$ cat config.mk
export PLATFORM = sky130hd
export DESIGN_NAME = frame_sync
export DESIGN_NICKNAME = d
export VERILOG_FILES = /design/src/rtl/fsync_pkg.sv /design/src/rtl/fsync_datapath.sv /design/src/rtl/fsync_control.sv /design/src/rtl/frame_sync.sv
export SDC_FILE = /design/constraint.sdc
export NUM_CORES = 1
export LEC_CHECK = 0
export ABC_AREA = 0
export BUFFER_PORTS_ARGS = -buffer_cell sky130_fd_sc_hd__buf_2
export CORE_UTILIZATION = 50
export CTS_BUF_LIST = sky130_fd_sc_hd__clkbuf_4 sky130_fd_sc_hd__clkbuf_8
export DETAILED_ROUTE_END_ITERATION = 6
export HOLD_SLACK_MARGIN = 0.15
export PLACE_DENSITY = 0.72
export SYNTH_ARGS = -nofsm -noshare
export SYNTH_HDL_FRONTEND = slang
export SYNTH_SLANG_ARGS = --single-unit
$ cat constraint.sdc
create_clock -name clk -period 5.25 [get_ports clk]
set_input_delay 0.2625 -clock clk [delete_from_list [all_inputs] [get_ports clk]]
set_output_delay 0.2625 -clock clk [all_outputs]
set_load 0.005 [all_outputs]
$ cat src/rtl/fsync_pkg.sv
package fsync_pkg;

  // Hunting / confirming / locked
  typedef enum logic [1:0] {
    ST_SEARCH  = 2'd0,
    ST_CONFIRM = 2'd1,
    ST_LOCKED  = 2'd2
  } sync_state_e;

  // Control-to-datapath command strobes
  typedef struct packed {
    logic emit;   // publish the current window this cycle
  } sync_cmd_t;

endpackage

$ cat src/rtl/fsync_datapath.sv
module fsync_datapath
  import fsync_pkg::*;
#(
  parameter int unsigned FRAME_LONG  = 32,
  parameter int unsigned FRAME_SHORT = 16,
  parameter int unsigned FAW_MAX     = 6,
  parameter logic [FAW_MAX-1:0] FAW_WORD = 6'd13
) (
  input  logic                  clk,
  input  logic                  rstN,
  input  logic                  serialIn,
  input  logic                  shortFrame,
  input  logic [1:0]            fawSel,
  input  sync_cmd_t             cmd,
  output logic                  fawHit,
  output logic                  strobe,
  output logic [FRAME_LONG-1:0] payload
);

  localparam int unsigned FL_W    = $clog2(FAW_MAX + 1);
  localparam int unsigned PAD_W   = FRAME_LONG - FRAME_SHORT;

  logic [FRAME_LONG-1:0] shiftBuf;
  logic [FRAME_LONG-1:0] window;
  logic [FL_W-1:0]       fawLen;
  logic [FAW_MAX-1:0]    bitOk;

  // Newest bit enters at the top; oldest sits at bit 0 (LSB-first stream)
  always_ff @(posedge clk) begin
    if (!rstN) shiftBuf <= '0;
    else       shiftBuf <= {serialIn, shiftBuf[FRAME_LONG-1:1]};
  end

  // The window is the last N received bits, oldest at bit 0
  always_comb begin
    if (shortFrame) window = {{PAD_W{1'b0}}, shiftBuf[FRAME_LONG-1 -: FRAME_SHORT]};
    else            window = shiftBuf;
  end

  always_comb begin
    unique case (fawSel)
      2'd0:    fawLen = FL_W'(FAW_MAX - 2);
      2'd1:    fawLen = FL_W'(FAW_MAX - 1);
      default: fawLen = FL_W'(FAW_MAX);
    endcase
  end

  // Per-bit pattern compare; bits beyond the chosen length are don't-care
  for (genvar g = 0; g < FAW_MAX; g++) begin : g_fawbit
    assign bitOk[g] = (FL_W'(g) >= fawLen) || (window[g] == FAW_WORD[g]);
  end

  assign fawHit  = &bitOk;
  assign strobe  = cmd.emit;
  assign payload = cmd.emit ? (window >> fawLen) : '0;

  // strobes are a frame apart, never back to back
  p_strobe_single_r7: assert property (@(posedge clk) disable iff (!rstN)
    strobe |=> !strobe);

endmodule

$ cat src/rtl/fsync_control.sv
module fsync_control
  import fsync_pkg::*;
#(
  parameter int unsigned FRAME_LONG     = 32,
  parameter int unsigned FRAME_SHORT    = 16,
  parameter int unsigned HITS_TO_LOCK   = 3,
  parameter int unsigned MISSES_TO_DROP = 2
) (
  input  logic      clk,
  input  logic      rstN,
  input  logic      shortFrame,
  input  logic      fawHit,
  output sync_cmd_t cmd,
  output logic      locked
);

  localparam int unsigned PH_W   = $clog2(FRAME_LONG);
  localparam int unsigned HIT_W  = $clog2(HITS_TO_LOCK + 1);
  localparam int unsigned MISS_W = $clog2(MISSES_TO_DROP + 1);

  sync_state_e       state, stateNext;
  logic [PH_W-1:0]   phase, phaseNext, phaseStep, frameLast;
  logic [HIT_W-1:0]  hitCnt, hitNext;
  logic [MISS_W-1:0] missCnt, missNext;
  logic              checkSlot;

  assign frameLast = shortFrame ? PH_W'(FRAME_SHORT - 1) : PH_W'(FRAME_LONG - 1);
  assign phaseStep = (phase == frameLast) ? '0 : phase + 1'b1;
  assign checkSlot = (phase == '0);

  always_comb begin
    stateNext = state;
    phaseNext = phaseStep;
    hitNext   = hitCnt;
    missNext  = missCnt;
    unique case (state)
      ST_SEARCH: begin
        if (fawHit) begin
          stateNext = ST_CONFIRM;
          hitNext   = HIT_W'(1);
          phaseNext = PH_W'(1);
        end else begin
          phaseNext = '0;
        end
      end
      ST_CONFIRM: begin
        if (checkSlot) begin
          if (!fawHit) begin
            stateNext = ST_SEARCH;
          end else if (hitCnt == HIT_W'(HITS_TO_LOCK - 1)) begin
            stateNext = ST_LOCKED;
            missNext  = '0;
          end else begin
            hitNext = hitCnt + 1'b1;
          end
        end
      end
      ST_LOCKED: begin
        if (checkSlot) begin
          if (fawHit) begin
            missNext = '0;
          end else if (missCnt == MISS_W'(MISSES_TO_DROP - 1)) begin
            stateNext = ST_SEARCH;
          end else begin
            missNext = missCnt + 1'b1;
          end
        end
      end
      default: stateNext = ST_SEARCH;
    endcase
  end

  always_ff @(posedge clk) begin
    if (!rstN) begin
      state   <= ST_SEARCH;
      phase   <= '0;
      hitCnt  <= '0;
      missCnt <= '0;
    end else begin
      state   <= stateNext;
      phase   <= phaseNext;
      hitCnt  <= hitNext;
      missCnt <= missNext;
    end
  end

  assign locked   = (state == ST_LOCKED);
  assign cmd.emit = locked && checkSlot && fawHit;

  // the cycle after reset shows no lock
  p_reset_clear_r1: assert property (@(posedge clk) disable iff (!rstN)
    $past(!rstN) |-> !locked);

  // lock only ever follows a pattern hit
  p_lock_rise_r4: assert property (@(posedge clk) disable iff (!rstN)
    $rose(locked) |-> $past(fawHit));

  // lock is lost only on a miss
  p_lock_fall_r6: assert property (@(posedge clk) disable iff (!rstN)
    ($fell(locked) && $past(rstN)) |-> !$past(fawHit));

endmodule

$ cat src/rtl/frame_sync.sv
module frame_sync
  import fsync_pkg::*;
#(
  parameter int unsigned FRAME_LONG     = 32,
  parameter int unsigned FRAME_SHORT    = 16,
  parameter int unsigned FAW_MAX        = 6,
  parameter logic [FAW_MAX-1:0] FAW_WORD = 6'd13,
  parameter int unsigned HITS_TO_LOCK   = 3,
  parameter int unsigned MISSES_TO_DROP = 2
) (
  input  logic                  clk,
  input  logic                  rstN,
  input  logic                  serialIn,
  input  logic                  shortFrame,
  input  logic [1:0]            fawSel,
  output logic                  strobe,
  output logic                  locked,
  output logic [FRAME_LONG-1:0] payload
);

  sync_cmd_t cmd;
  logic      fawHit;

  fsync_datapath #(
    .FRAME_LONG (FRAME_LONG),
    .FRAME_SHORT(FRAME_SHORT),
    .FAW_MAX    (FAW_MAX),
    .FAW_WORD   (FAW_WORD)
  ) u_datapath (
    .clk       (clk),
    .rstN      (rstN),
    .serialIn  (serialIn),
    .shortFrame(shortFrame),
    .fawSel    (fawSel),
    .cmd       (cmd),
    .fawHit    (fawHit),
    .strobe    (strobe),
    .payload   (payload)
  );

  fsync_control #(
    .FRAME_LONG    (FRAME_LONG),
    .FRAME_SHORT   (FRAME_SHORT),
    .HITS_TO_LOCK  (HITS_TO_LOCK),
    .MISSES_TO_DROP(MISSES_TO_DROP)
  ) u_control (
    .clk       (clk),
    .rstN      (rstN),
    .shortFrame(shortFrame),
    .fawHit    (fawHit),
    .cmd       (cmd),
    .locked    (locked)
  );

endmodule

==> summary.md <==
| Metric | Value |
|---|---|
| Vias/cell | 5.49 |
| Setup Fix Bufs, Post-CTS | 0 |
| Initial antenna violation count | 0 |
| CP Data Arrival Time | 2720 ps |
| Area growth syn-to-layout | 10.0% |
| Clock network fraction of design power | 0.422 |
| Post-route cell area | 2860 sq um |
| First-pass GRT wire length | 8930 microns |
| Post-synthesis compound-gate area fraction | 0.189 |
| Post-Synth Simple-Gate Area | 0.257 |
| RePlAce Congestion | 0.798 |
| CTS sink cnt | 43 |
| WP data required | 4990 ps |
| Distinct cells, synth | 45 |
| Placeable Area | 4850 sq um |
| Std cell rows | 25 |
| Grt ovf | 0 |
| IR drop worst, VDD | 132 uV |
| Pins Over Slew Limit | 0 |
| Die Ht | 74.1 microns |
| Int Pwr | 0.495 mW |
| Final WL | 5330 microns |
| Max-capacitance violation count | 0 |
| Critical Path Source Type | input port |
| Reg area | 861 sq um |
| Post-route insts no fill | 406 |
| # H-tree levels | 2 |
| Predominant post-synthesis flop cell | dfxtp_1 |
| CTS clk-pin slew, worst paths | 80 ps |
| Largest net degree at the start of global routing | 57 |
| Multi-input logic area | 1580 sq um |
| Fin crit share | 0.567 |
| Slew headroom | 0.401 |
| Initial Utilization | 0.536 |
| Sequential area share after synthesis | 0.331 |
| Nets | 351 |
| CTS Buffer Depth | 2 |
| Post-CTS Hold Fix Bufs | 0 |
| Number of enable flip-flop cells after synthesis | 0 |
| I/O Buffers | 35 |
| Sequential Power Share | 0.513 |
| Vias in the first global route | 1896 |
| Combinational share of power | 0.065 |
| Post-synthesis cell count | 317 |
| Routed via count | 2227 |
| Post-synth ARST share | 0 |
| R2R depth | 6 |
| Pleak | 1.23 nW |
| Yosys warnings | 0 |
| Tmin final | 2980 ps |
| Final setup viols | 0 |
| Power Density | 224 nW/um^2 |
| Worst Max-Slew Pin Slew | 899 ps |
| Crit-path max FO | 41 |
| Die X | 74.1 microns |
| Hold_ws | 162 ps |
| Final Skew | 5.73 ps |
| RSZ-0062 raised after global routing | no |
| Antenna-violating nets left | 0 |
| DRC | 0 |
| CTS tree | yes |
| Final WS setup | 2270 ps |
| Fmax | 0.336 GHz |
| Post-synthesis cell area | 2600 sq um |
| XOR/XNOR Fraction of Synth Area | 0.0135 |
| Routed length per placed instance | 13.1 microns |
| Resized Gates After CTS | 0 |
| Crit path capture type | output port |
| Worst slack at placement | 2270 ps |
| HP Class | input port to flip-flop |
| Post-synthesis mux area share | 0.108 |
| DR pass1 iterations | 4 |
| DP HPWL | 3520 microns |
| Clk_lat worst skew | 300 ps |
| Placed cell area | 2740 sq um |
| Largest family of logic cells by synthesized area | simple AND/OR/NAND/NOR gates |
| Syn_area_per_cell | 8.20 sq um |
| CP Class | input port to output port |
| Yosys reg bits | 43 |
| CTS Root Cell | clkbuf_8 |
| NetSw | 0.145 mW |
| Boundary Pins | 40 |
| ANT cells | 0 |
| Iteration-0 DRC Markers | 122 |
| WHS Path Cells | 2 |
| Sw Share | 0.227 |
| Total CTS buffers | 5 |
| Die area | 5490 sq um |
| Fillcell total | 463 |
| GRT Overall Usage | 0.209 |
| Adder-Cell Fraction of Synth Area | 0.0337 |
| Outcome | finished, final reports clean |
| Final-report hold violation count | 0 |
| Setup TNS | 0 ps |
| Dpl cells | 398 |
| Share of layout cells above drive strength 1 | 0.150 |
[worst paths after layout]
path | from | end | slack [ps]
min reg2reg | u_datapath.shiftBuf[1] | u_datapath.shiftBuf[0] | 460
max | shortFrame | payload[26] | 2270
min | serialIn | u_datapath.shiftBuf[31] | 160
max reg2reg | u_control.phase[0] | u_control.hitCnt[0] | 3360
[power groups by stage]
stage | clock [mW] | sequential (mW) | combinational (mW)
global route | 0.287 | 0.329 | 0.0463
finish | 0.270 | 0.329 | 0.0415
CTS | 0.277 | 0.329 | 0.0416
detailed placement | 0 | 0.336 | 0.0416
floorplan | 0 | 0.336 | 0.0387
global placement | 0 | 0.336 | 0.0412
[per-layer routing]
metal	up-vias	global-route usage	routed length, microns
li1	1145	-	-
met1	1026	0.303	2750
met2	49	0.311	2300
met3	7	0.0325	201
met4	0	0.0769	74
met5	-	0	0
[registers in the layout, summed over array words and instances (netlist names)]
signal               cells
u_control.state          2
u_control.phase          5
u_datapath.shiftBuf     32
u_control.missCnt        2
u_control.hitCnt         2
[layout make-up]
type	instances	share of cell area
well taps	67	0.0293
multi-input cells	241	0.551
repair buffers	35	0.0613
inverters	12	0.0158
flip-flops and latches	43	0.301
clock inverters	2	0.0123
clock buffers	6	0.0289
[synthesized netlist by cell type (all sizes together), types with 7 or more instances]
| library cell | count | share of area |
|---|---|---|
| ha | 7 | 0.034 |
| a211o | 11 | 0.037 |
| dfxtp | 43 | 0.33 |
| and2 | 32 | 0.077 |
| nor2b | 11 | 0.026 |
| a211oi | 12 | 0.035 |
| inv | 12 | 0.017 |
| clkbuf | 11 | 0.020 |
| nor2 | 42 | 0.061 |
| buf | 13 | 0.029 |
| mux2i | 27 | 0.10 |
| a21oi | 31 | 0.060 |
| nand2 | 16 | 0.023 |
[cell usage in the layout (no fill, tap or decap), types with 3 or more instances in the layout]
cell type  instances
nand2b_1           5
o21ai_0            3
nand3_1            5
nor2b_1           11
or3_1              3
conb_1             4
clkbuf_8           6
and2_1            32
dfxtp_1           43
ha_1               7
nor4_1             4
a211oi_1          12
mux2i_1           27
buf_2             35
a211o_1           11
nand2_1           16
nor2_1            42
inv_1             12
a21oi_1           31
[through the flow]
stage,util,total power [mW]
global route,0.590,0.662
global placement,0.565,0.378
floorplan,-,0.375
detailed placement,0.565,0.378
CTS,0.590,0.648
finish,0.590,0.640
[kinds of logic after synthesis]
logic type / after synthesis
AOI/OAI and AO/OA: 71
xor gates and xnor gates: 4
adders and majority gates: 7
buffers and inverters: 36
DFF: 43
muxes: 28
other: 1
and+or+nand+nor: 127
[critical path: stages]
cell and delay [ps]:
buf_2 610, mux2_2 440, a2bb2oi_1 250, nand4b_1 620
nor3_1 370, buf_2 150
Note: power is estimated with default switching activity, not from simulation.
